**src/rtl/flash_cmd_pkg.sv**
```systemverilog
package flash_cmd_pkg;

  typedef enum logic [2:0] {
    OP_NONE    = 3'd0,
    OP_PROGRAM = 3'd1,
    OP_SECTOR  = 3'd2,
    OP_BLOCK   = 3'd3,
    OP_CHIP    = 3'd4
  } opKind_e;

  typedef enum logic [1:0] {
    MODE_READ  = 2'd0,
    MODE_ID    = 2'd1,
    MODE_QUERY = 2'd2
  } rdMode_e;

  localparam logic [7:0] CODE_KEY1   = 8'hAA;
  localparam logic [7:0] CODE_KEY2   = 8'h55;
  localparam logic [7:0] CODE_PROG   = 8'hA0;
  localparam logic [7:0] CODE_SETUP  = 8'h80;
  localparam logic [7:0] CODE_IDENT  = 8'h90;
  localparam logic [7:0] CODE_QUERY  = 8'h98;
  localparam logic [7:0] CODE_EXIT   = 8'hF0;
  localparam logic [7:0] CODE_SECTOR = 8'h30;
  localparam logic [7:0] CODE_BLOCK  = 8'h50;
  localparam logic [7:0] CODE_CHIP   = 8'h10;

  // control -> datapath strobes
  typedef struct packed {
    logic    load;
    opKind_e kind;
  } opStrobe_t;

  // datapath -> control comparison results for the current write
  typedef struct packed {
    logic       keyA;       // first key cycle matched
    logic       keyB;       // second key cycle matched
    logic       atCmdAddr;  // address matches the command address
    logic [7:0] cmdByte;    // low data byte
    logic       secProt;    // target sector is write-protected
    logic       blkProt;    // target block holds protected sectors
  } matchFlags_t;

endpackage

```
**src/rtl/flash_cmd_datapath.sv**
```systemverilog
module flash_cmd_datapath
  import flash_cmd_pkg::*;
#(
  parameter int ADDR_W       = 20,
  parameter int DATA_W       = 16,
  parameter int CMP_W        = 15,
  parameter int SECTOR_LSB   = 10,
  parameter int BLOCK_LSB    = 15,
  parameter int PROT_SECTORS = 4,
  parameter logic [CMP_W-1:0]  KEY_ADDR_A = 15'h5555,
  parameter logic [CMP_W-1:0]  KEY_ADDR_B = 15'h2AAA,
  parameter logic [DATA_W-1:0] MFR_CODE   = 16'h00BF,
  parameter logic [DATA_W-1:0] DEV_CODE   = 16'h2761
) (
  input  logic              clk,
  input  logic              rstN,
  input  logic [ADDR_W-1:0] wrAddr,
  input  logic [DATA_W-1:0] wrData,
  input  logic              wpN,
  input  opStrobe_t         strobe,
  input  logic [ADDR_W-1:0] rdAddr,
  input  logic              idMode,
  output matchFlags_t       flags,
  output opKind_e           opType,
  output logic [ADDR_W-1:0] opAddr,
  output logic [DATA_W-1:0] opData,
  output logic              opKeepBottom,
  output logic [DATA_W-1:0] idWord
);

  localparam int SEC_W    = ADDR_W - SECTOR_LSB;
  localparam int BLK_SPAN = BLOCK_LSB - SECTOR_LSB;
  localparam logic [SEC_W-1:0] BLK_MASK  = ~(SEC_W'((1 << BLK_SPAN) - 1));
  localparam logic [SEC_W-1:0] PROT_LIM  = SEC_W'(PROT_SECTORS);

  logic [SEC_W-1:0] secIdx;
  logic [SEC_W-1:0] blkFirstSec;
  logic             addrIsA;
  logic             addrIsB;

  assign secIdx      = wrAddr[ADDR_W-1:SECTOR_LSB];
  assign blkFirstSec = secIdx & BLK_MASK;
  assign addrIsA     = (wrAddr[CMP_W-1:0] == KEY_ADDR_A);
  assign addrIsB     = (wrAddr[CMP_W-1:0] == KEY_ADDR_B);

  always_comb begin
    flags.cmdByte   = wrData[7:0];
    flags.atCmdAddr = addrIsA;
    flags.keyA      = addrIsA && (wrData[7:0] == CODE_KEY1);
    flags.keyB      = addrIsB && (wrData[7:0] == CODE_KEY2);
    flags.secProt   = !wpN && (secIdx < PROT_LIM);
    flags.blkProt   = !wpN && (blkFirstSec < PROT_LIM);
  end

  // operation descriptor, loaded on the decisive write
  always_ff @(posedge clk or negedge rstN) begin
    if (!rstN) begin
      opType       <= OP_NONE;
      opAddr       <= '0;
      opData       <= '0;
      opKeepBottom <= 1'b0;
    end else if (strobe.load) begin
      opType       <= strobe.kind;
      opAddr       <= (strobe.kind == OP_CHIP) ? '0 : wrAddr;
      opData       <= (strobe.kind == OP_PROGRAM) ? wrData : '0;
      opKeepBottom <= !wpN;
    end
  end

  // identification words
  always_comb begin
    idWord = '0;
    if (idMode) begin
      if (rdAddr == '0)                 idWord = MFR_CODE;
      else if (rdAddr == ADDR_W'(1))    idWord = DEV_CODE;
    end
  end

endmodule

```
**src/rtl/flash_cmd_ctrl.sv**
```systemverilog
module flash_cmd_ctrl
  import flash_cmd_pkg::*;
(
  input  logic        clk,
  input  logic        rstN,
  input  logic        wrValid,
  input  logic        busy,
  input  matchFlags_t flags,
  output opStrobe_t   strobe,
  output logic        startPulse,
  output logic        abortPulse,
  output logic        idMode,
  output logic        queryMode
);

  typedef enum logic [2:0] {
    ST_IDLE, ST_KEY1, ST_KEY2, ST_PROG, ST_ERA1, ST_ERA2, ST_ERA3
  } seqState_e;

  seqState_e state, nxtState;
  rdMode_e   mode,  nxtMode;
  logic      doStart, doAbort, fail, take;

  assign take = wrValid && !busy;

  always_comb begin
    nxtState    = state;
    nxtMode     = mode;
    doStart     = 1'b0;
    fail        = 1'b0;
    strobe.load = 1'b0;
    strobe.kind = OP_NONE;
    if (take) begin
      unique case (state)
        ST_IDLE: if (flags.keyA) nxtState = ST_KEY1; else fail = 1'b1;
        ST_KEY1: if (flags.keyB) nxtState = ST_KEY2; else fail = 1'b1;
        ST_KEY2: begin
          if (!flags.atCmdAddr) fail = 1'b1;
          else begin
            unique case (flags.cmdByte)
              CODE_PROG:  nxtState = ST_PROG;
              CODE_SETUP: nxtState = ST_ERA1;
              CODE_IDENT: begin nxtState = ST_IDLE; nxtMode = MODE_ID;    end
              CODE_QUERY: begin nxtState = ST_IDLE; nxtMode = MODE_QUERY; end
              CODE_EXIT:  begin nxtState = ST_IDLE; nxtMode = MODE_READ;  end
              default:    fail = 1'b1;
            endcase
          end
        end
        ST_PROG: begin
          if (flags.secProt) fail = 1'b1;
          else begin
            strobe.load = 1'b1;
            strobe.kind = OP_PROGRAM;
          end
        end
        ST_ERA1: if (flags.keyA) nxtState = ST_ERA2; else fail = 1'b1;
        ST_ERA2: if (flags.keyB) nxtState = ST_ERA3; else fail = 1'b1;
        ST_ERA3: begin
          unique case (flags.cmdByte)
            CODE_SECTOR: if (flags.secProt) fail = 1'b1;
                         else begin strobe.load = 1'b1; strobe.kind = OP_SECTOR; end
            CODE_BLOCK:  if (flags.blkProt) fail = 1'b1;
                         else begin strobe.load = 1'b1; strobe.kind = OP_BLOCK; end
            CODE_CHIP:   if (!flags.atCmdAddr) fail = 1'b1;
                         else begin strobe.load = 1'b1; strobe.kind = OP_CHIP; end
            default:     fail = 1'b1;
          endcase
        end
        default: fail = 1'b1;
      endcase
      if (strobe.load) begin
        doStart  = 1'b1;
        nxtState = ST_IDLE;
        nxtMode  = MODE_READ;
      end
      if (fail) begin
        nxtState = ST_IDLE;
        nxtMode  = MODE_READ;
      end
    end
    doAbort = fail;
  end

  always_ff @(posedge clk or negedge rstN) begin
    if (!rstN) begin
      state      <= ST_IDLE;
      mode       <= MODE_READ;
      startPulse <= 1'b0;
      abortPulse <= 1'b0;
    end else begin
      state      <= nxtState;
      mode       <= nxtMode;
      startPulse <= doStart;
      abortPulse <= doAbort;
    end
  end

  assign idMode    = (mode == MODE_ID);
  assign queryMode = (mode == MODE_QUERY);

  AST_START_SINGLE: assert property (@(posedge clk) disable iff (!rstN)
    startPulse |=> !startPulse);
  AST_PULSE_EXCL: assert property (@(posedge clk) disable iff (!rstN)
    !(startPulse && abortPulse));
  AST_BUSY_HOLD: assert property (@(posedge clk) disable iff (!rstN)
    busy |=> (!startPulse && !abortPulse && $stable(mode) && $stable(state)));
  AST_ABORT_READ: assert property (@(posedge clk) disable iff (!rstN)
    abortPulse |-> (!idMode && !queryMode));

endmodule

```
**src/rtl/flashCmdDecoder.sv**
```systemverilog
module flashCmdDecoder
  import flash_cmd_pkg::*;
#(
  parameter int ADDR_W       = 20,
  parameter int DATA_W       = 16,
  parameter int CMP_W        = 15,
  parameter int SECTOR_LSB   = 10,
  parameter int BLOCK_LSB    = 15,
  parameter int PROT_SECTORS = 4
) (
  input  logic              clk,
  input  logic              rstN,
  input  logic              wrValid,
  input  logic [ADDR_W-1:0] wrAddr,
  input  logic [DATA_W-1:0] wrData,
  input  logic              wpN,
  input  logic              busy,
  input  logic [ADDR_W-1:0] rdAddr,
  output logic              startPulse,
  output logic [2:0]        opType,
  output logic [ADDR_W-1:0] opAddr,
  output logic [DATA_W-1:0] opData,
  output logic              opKeepBottom,
  output logic              abortPulse,
  output logic              idMode,
  output logic              queryMode,
  output logic [DATA_W-1:0] idWord
);

  opStrobe_t   strobe;
  matchFlags_t flags;
  opKind_e     opKind;

  flash_cmd_ctrl uCtrl (
    .clk        (clk),
    .rstN       (rstN),
    .wrValid    (wrValid),
    .busy       (busy),
    .flags      (flags),
    .strobe     (strobe),
    .startPulse (startPulse),
    .abortPulse (abortPulse),
    .idMode     (idMode),
    .queryMode  (queryMode)
  );

  flash_cmd_datapath #(
    .ADDR_W       (ADDR_W),
    .DATA_W       (DATA_W),
    .CMP_W        (CMP_W),
    .SECTOR_LSB   (SECTOR_LSB),
    .BLOCK_LSB    (BLOCK_LSB),
    .PROT_SECTORS (PROT_SECTORS)
  ) uData (
    .clk          (clk),
    .rstN         (rstN),
    .wrAddr       (wrAddr),
    .wrData       (wrData),
    .wpN          (wpN),
    .strobe       (strobe),
    .rdAddr       (rdAddr),
    .idMode       (idMode),
    .flags        (flags),
    .opType       (opKind),
    .opAddr       (opAddr),
    .opData       (opData),
    .opKeepBottom (opKeepBottom),
    .idWord       (idWord)
  );

  assign opType = opKind;

  AST_PROT_TARGET: assert property (@(posedge clk) disable iff (!rstN)
    (startPulse && (opKind == OP_PROGRAM || opKind == OP_SECTOR))
      |-> !(!$past(wpN) && (opAddr[ADDR_W-1:SECTOR_LSB] < PROT_SECTORS)));
  AST_PROG_DATA: assert property (@(posedge clk) disable iff (!rstN)
    (startPulse && opKind == OP_PROGRAM) |-> (opData == $past(wrData) && opAddr == $past(wrAddr)));
  AST_CHIP_KEEP: assert property (@(posedge clk) disable iff (!rstN)
    (startPulse && opKind == OP_CHIP) |-> (opKeepBottom == !$past(wpN) && opAddr == '0));
  AST_MODE_EXCL: assert property (@(posedge clk) disable iff (!rstN)
    !(idMode && queryMode));

endmodule

```
**config.mk**
```make
export PLATFORM = sky130hd
export DESIGN_NAME = flashCmdDecoder
export DESIGN_NICKNAME = d
export VERILOG_FILES = /design/src/rtl/flash_cmd_pkg.sv /design/src/rtl/flash_cmd_datapath.sv /design/src/rtl/flash_cmd_ctrl.sv /design/src/rtl/flashCmdDecoder.sv
export SDC_FILE = /design/constraint.sdc
export NUM_CORES = 1
export LEC_CHECK = 0
export CAP_MARGIN = 20
export CORE_AREA = 2 2 77 79
export CTS_CLUSTER_DIAMETER = 150
export DETAILED_ROUTE_END_ITERATION = 10
export DIE_AREA = 0 0 79 81
export PLACE_DENSITY = 0.85
export SYNTH_ARGS = -nofsm -noshare
export SYNTH_HDL_FRONTEND = slang
export SYNTH_SLANG_ARGS = --single-unit
```
**constraint.sdc**
```tcl
create_clock -name clk -period 2.9 [get_ports clk]
set_input_delay 0.725 -clock clk [delete_from_list [all_inputs] [get_ports clk]]
set_output_delay 0.725 -clock clk [all_outputs]
set_load 0.01 [all_outputs]
```
==> metrics.txt, run 1 <==
gr ovfl total=0; Worst-path clk slew=~90 ps; Top Metal Used=met4; Hold Path Class=primary input to asynchronous set/reset pin; antenna fix cells=0; Pins Over Slew Limit=0; initial core utilization=approximately two fifths; Post-DP Area=about 3700 sq um; Num CTS Buffers=5; total negative slack=0 ps; Placement Setup Slack=-459 ps; Die Area=6400 sq um; clk sink count=47; Core ar.=5680 sq um; slew margin rel.=66.6%; Worst path max stage delay=between 400 and 500 ps; critical path type=primary input to output port; CP bufs+invs=3; fin crit share=between 90% and 100%; Crit path arrival time=2150 ps; initial antenna violation count=0; sequential cell area fraction in the yosys report=around 50%; htree depth=2; number of hold buffers added after CTS=0; CP max-delay cell=clkdlybuf4s50_1; worst skew pair latency=300 ps; largest net degree at the start of global routing=26; most frequent cells in the layout=clkdlybuf4s50_1 (89), dfrtp_1 (47), a22o_1 (31), buf_4 (31), nand2_1 (13); Setup crit start kind=primary input; fin crit period=approximately 2900 ps; worst slew pin tran=501 ps; number of global-route vias before repair=~2,400; Netlist Area Pre-Place=around 2300 sq um; syn avg cell area=around 11 sq um; per-cell routed wire length=between 15 and 20 um; Ys Warns=0; Die Y=~81 um; ANT nets after route=0; maxcap violations=0; WL met1=between 3 and 4 mm; routed wl met2=roughly 3.6 mm; fillcell total=433; fin nets=415; Hold Violations, Final=0; DR WL met3=465 um; drt initial violations=approximately 130; DR vias=2,380; Yosys cell types=45; fmax=around 0.35 GHz; Vias/cell=between 5 and 6; status=completed; layout cells sized above 1=roughly a fifth; pwr dens=542 nW/um^2; clock buffer depth=2; Static Leak=1.81 nW; CP Data Required Time=around 2200 ps; Peak VDD IR=roughly 0.37 mV; drc violations=0; Seq cells post-synth=47; placer congestion estimate=around 0.86; DR pass1 iterations=5; CP top delay family=buffers and inverters; CTS root buf=clkbuf_8; Finish-stage setup viols=0; CP Cell Sequence=clkdlybuf4s50_1 > nor4_2 > nand4_1 > buf_4 > nor2_4 > and2_4 > buf_6; DP HPWL=~5.4 mm; Layout area overhead=65.7%; hold slack=between 300 and 400 ps; Cells after Synth=between 200 and 250; CP Capture Type=output port; first-pass GRT wire length=11.2 mm; Max FO, Critical Path=5; most common cell after layout, fill and taps aside=clkdlybuf4s50_1; fraction of registers with async set/reset=100%; overall global routing resource usage=between 20 and 25%; Final Skew=~8 ps; num rows=28; PnR worst setup slack=21.8 ps; top-level I/O count=between 100 and 150; Chip Width=about 79 um; Top FF cell, synth=dfrtp_1; Design Area, Final=3890 sq um; Port Buffers=116; CTS tree=built; final core utilization=68.6%; number of synthesized flops with an enable pin=0; final wirelength=between 7 and 8 mm
metal layers:
layer / GRT usage, % / vias up
met4: 6.21 / 0
met1: 27.7 / 1176
met2: 38.5 / 103
met3: 5.33 / 9
met5: 0 / -
li1: - / 1092
final timing paths:
| check | startpoint | to | slack (ps) | cells past startpoint |
|---|---|---|---|---|
| setup / recovery | rdAddr[5] | idWord[9] | 20 | 7 |
| hold / removal | rstN | uData.opData[8]$_DFFE_PN0P_ | 370 | 1 |
| hold reg to reg | uData.opType[0]$_DFFE_PN0P_ | uData.opType[0]$_DFFE_PN0P_ | 490 | 2 |
| max in group asynchronous | rstN | uData.opData[11]$_DFFE_PN0P_ | 1800 | 2 |
| setup reg to reg | uCtrl.state[1]$_DFFE_PN0P_ | uCtrl.mode[1]$_DFFE_PN0P_ | 720 | 7 |
| min in group clk | uData.opType[0]$_DFFE_PN0P_ | uData.opType[0]$_DFFE_PN0P_ | 490 | 2 |
cell usage after synthesis (all sizes together) (2+ instances only):
library cell	count	share of area [%]
clkbuf	9	1.4
nand4b	2	0.75
a31oi	2	0.53
o22ai	3	0.80
buf	15	4.6
mux2	7	3.4
nor4	8	2.1
or3	2	0.53
o211ai	2	0.64
nand2b	2	0.53
nand4bb	4	1.9
and4b	2	0.85
nor4b	2	0.75
a22o	31	12
nor2b	3	0.80
or4	2	0.80
or4b	2	0.85
inv	3	0.48
nor3	6	1.3
and3	4	1.1
nand4	3	0.80
a211oi	2	0.85
nand2	13	2.1
nor2	12	2.0
o21ai	6	1.3
dfrtp	47	50
a21oi	5	1.1
nand3	9	1.9
repair_timing:
action                     4_1_cts  5_1_grt
setup endpoints to repair       16       35
buffers inserted                 2        0
cloned                           0        0
resized for setup               52       28
pin swaps                        7        8
report_power, final:
| group | internal [mW] | switching, mW |
|---|---|---|
| logic | 0.504 | 0.272 |
| clock network | 0.170 | 0.224 |
| registers | 0.833 | 0.109 |
| total | 1.51 | 0.605 |
final cells by class:
class                   instances  area, sq um  share of cell area [%]
repair buffers                149         1420                    36.5
flip-flops and latches         47         1180                    30.2
multi-input cells             148         1100                    28.4
well taps                      75         93.8                    2.41
clock buffers                   5         68.8                    1.77
clock inverters                 3         18.8                   0.482
inverters                       3         11.3                   0.289
registers in the layout, indices dropped and copies added (netlist names):
signal,count
uCtrl.abortPulse,1
uCtrl.mode,2
uCtrl.startPulse,1
uCtrl.state,3
uData.opAddr,20
uData.opData,16
uData.opKeepBottom,1
uData.opType,3
cell families after synthesis:
kind of cell	synth area share (%)
compound gates	19.0
buf+inv	6.50
flops	50.1
mux	3.36
other cells	0.160
simple gates	20.9
stage by stage:
stage | instances | total power [mW]
after floorplan | 222 | 1.21
after global placement | 420 | 1.71
after detailed placement | 420 | 1.73
after CTS | 430 | 2.13
after global routing | 430 | 2.23
final | 430 | 2.11
No activity file was read; power rests on OpenSTA's default activity.
==> run 2, diff against run 1 <==
- CORE_AREA: 2 2 77 79 -> 2 2 100 102
- DIE_AREA: 0 0 79 81 -> 0 0 102 104
- PLACE_DENSITY: 0.85 -> default
==> run 2 against run 1 <==
Compared with the run above:
- critical path depth increased by 1
- via count decreased by 3.6%
- first-iteration DRC count increased by 17%
- worst setup slack improved by 110 ps
- die area increased by 66%
- worst hold slack improved by 110 ps
- routed wire length increased by 2.2%
- maximum frequency increased by 3.8%
- non-clock buffer count increased by 8
- final cell count increased by 15%
- critical path type is now primary input to flip-flop
- critical endpoint is now uCtrl.mode[1]$_DFFE_PN0P_
==> metrics.txt, run 2 (synthesis results as in run 1) <==
Max FO, Critical Path=3 (-2); Finish-stage setup viols=0 (unchanged); Vias/cell=4.63 (-16%); Setup crit start kind=primary input; Die Area=10,600 sq um (+66%); layout cells sized above 1=20.7% (+0.66 points); RSZ-0062 raised after global routing=false; htree depth=2 (unchanged); Num CTS Buffers=5 (unchanged); Biggest register=uData.opAddr; top-level I/O count=121 (unchanged); Hold Path Class=flip-flop to flip-flop; slew margin rel.=61.1% (-5.5 points); most common cell after layout, fill and taps aside=clkdlybuf4s50_1; Crit path arrival time=3020 ps (+870 ps); Chip Width=102 um (+29%); Worst path max stage delay=520 ps (+80 ps); fin crit share=95.6% (-3.7 points); Cells after DPL=484 (+15%); gr ovfl total=0 (unchanged); Worst-path clk slew=90 ps (about the same); Net Sw Power=0.605 mW (about the same); CP Cell Sequence=clkdlybuf4s50_1 > or4b_1 > nor4_1 > nand3_1 > a211oi_4 > nand3_1 > o21ai_1 > a22o_1; most frequent cells in the layout=clkdlybuf4s50_1 (88), dfrtp_1 (47), buf_4 (39); cell internal pwr=1.68 mW (+11%); antenna fix cells=0 (unchanged); max reg flops=20 (unchanged); Final Skew=5.02 ps (-3.12 ps); first-pass GRT wire length=11.5 mm (+2.6%); Pins Over Slew Limit=0 (unchanged); largest net degree at the start of global routing=48 (+85%); drc violations=0 (unchanged); clk sink count=47 (unchanged); Clk pwr share=24.9% (+6.3 points); post-route insts no fill=496 (+15%); Peak VDD IR=0.303 mV (-17%); CP top delay family=simple AND/OR/NAND/NOR gates; CP max-delay cell=or4b_1; final wirelength=7.31 mm (+2.2%); drt initial violations=147 (+17%); Power Total=2.28 mW (+8.2%); Static Leak=1.79 nW (-0.78%); overall global routing resource usage=13.6% (-8.6 points); DR pass1 iterations=4 (-1); DP HPWL=5.56 mm (+3.4%); pwr dens=570 nW/um^2 (+5.1%); fin crit period=2770 ps (-106 ps); CP bufs+invs=1 (-2); CTS root buf=clkbuf_8; Core ar.=9550 sq um (+68%); CP Capture Type=flip-flop; Layout area overhead=70.5%; fmax=0.361 GHz (+3.8%); combinational cell fraction of total power=34.0% (-2.7 points); maxcap violations=0 (unchanged); fillcell total=965 (+120%); num rows=36 (+29%); CP Data Required Time=3140 ps (+970 ps); final core utilization=41.9% (-27 points); worst skew pair latency=300 ps (about the same); hold slack=484 ps (+112 ps); FF/Latch Area=1180 sq um (unchanged); placer congestion estimate=0.823 (-4.0%); Die Y=104 um (+28%); CP most frequent cell=nand3_1; initial core utilization=24.6% (-17 points); switching share of power=26.5% (-2.1 points); ANT nets after route=0 (unchanged); number of hold buffers added after CTS=0 (unchanged); biggest regs=uData.opAddr: 20 flops, uData.opData: 16 flops; critical path type=primary input to flip-flop; fin nets=423 (+1.9%); clock buffer depth=2 (unchanged); initial antenna violation count=0 (unchanged); status=completed; CTS tree=built; DR vias=2,294 (-3.6%); number of global-route vias before repair=2,335 (-0.98%); worst slew pin tran=584 ps (+82.9 ps); per-cell routed wire length=14.7 um (-11%); sequential power share=41.2% (-3.4 points); Hold Violations, Final=0 (unchanged); total negative slack=0 ps (unchanged); area taken by multi-input logic gates=1080 sq um (-1.8%); Port Buffers=116 (unchanged)
==> run 2: stage by stage <==
step | worst slack [ps] | cell area [sq um]
after floorplan | 324 | 2360
after global placement | -381 | 3830
after detailed placement | -357 | 3830
after CTS | 5.01 | 3990
after global routing | 15.4 | 4010
final | 128 | 4010
==> run 2: path summary, 6_finish.rpt <==
| kind | to | startpoint | cells after the start | slack, ps |
|---|---|---|---|---|
| max | uCtrl.mode[1]$_DFFE_PN0P_ | wrAddr[8] | 8 | 130 |
| min | uData.opType[0]$_DFFE_PN0P_ | uData.opType[0]$_DFFE_PN0P_ | 2 | 480 |
| max reg2reg | uCtrl.mode[1]$_DFFE_PN0P_ | uCtrl.state[1]$_DFFE_PN0P_ | 7 | 760 |
| min reg2reg | uData.opType[0]$_DFFE_PN0P_ | uData.opType[0]$_DFFE_PN0P_ | 2 | 480 |
| max in group asynchronous | uData.opAddr[13]$_DFFE_PN0P_ | rstN | 2 | 2000 |
| min in group asynchronous | uData.opData[4]$_DFFE_PN0P_ | rstN | 2 | 510 |
==> run 2: timing repair <==
item | in CTS | in global routing
gates resized for setup | 46 | 18
setup endpoints to repair | 13 | 32
gates cloned | 0 | 0
pin swaps | 7 | 8
buffers inserted | 4 | 1
==> run 2: final cells by class <==
class,instances,area share (%)
clock buffer,5,1.72
tap,133,4.15
multi-input combinational,148,27.1
sequential,47,29.4
inverter,3,0.281
clock inverter,3,1.69
timing repair buffer,157,35.7
==> run 2: metal layers <==
layer / global-route usage, % / vias up / share of wire (%)
met4: 2.67 / 0 / 0.49
met1: 17.8 / 1085 / 45
li1: - / 1106 / -
met3: 4.70 / 5 / 9.8
met5: 0 / - / 0
met2: 21.9 / 98 / 45
==> run 2: worst min-delay path, delay by kind of cell (launching register included) <==
kind,cells,cell delay (ps)
simple gates,2,100
flops,1,350
==> run 2: power groups by stage <==
stage                     clock, mW  combinational [mW]  sequential [mW]
after floorplan                   0               0.192             1.02
after global placement            0               0.782            0.948
after detailed placement          0               0.788            0.953
after CTS                     0.583               0.789            0.944
after global routing          0.617               0.834            0.964
final                         0.568               0.776            0.940
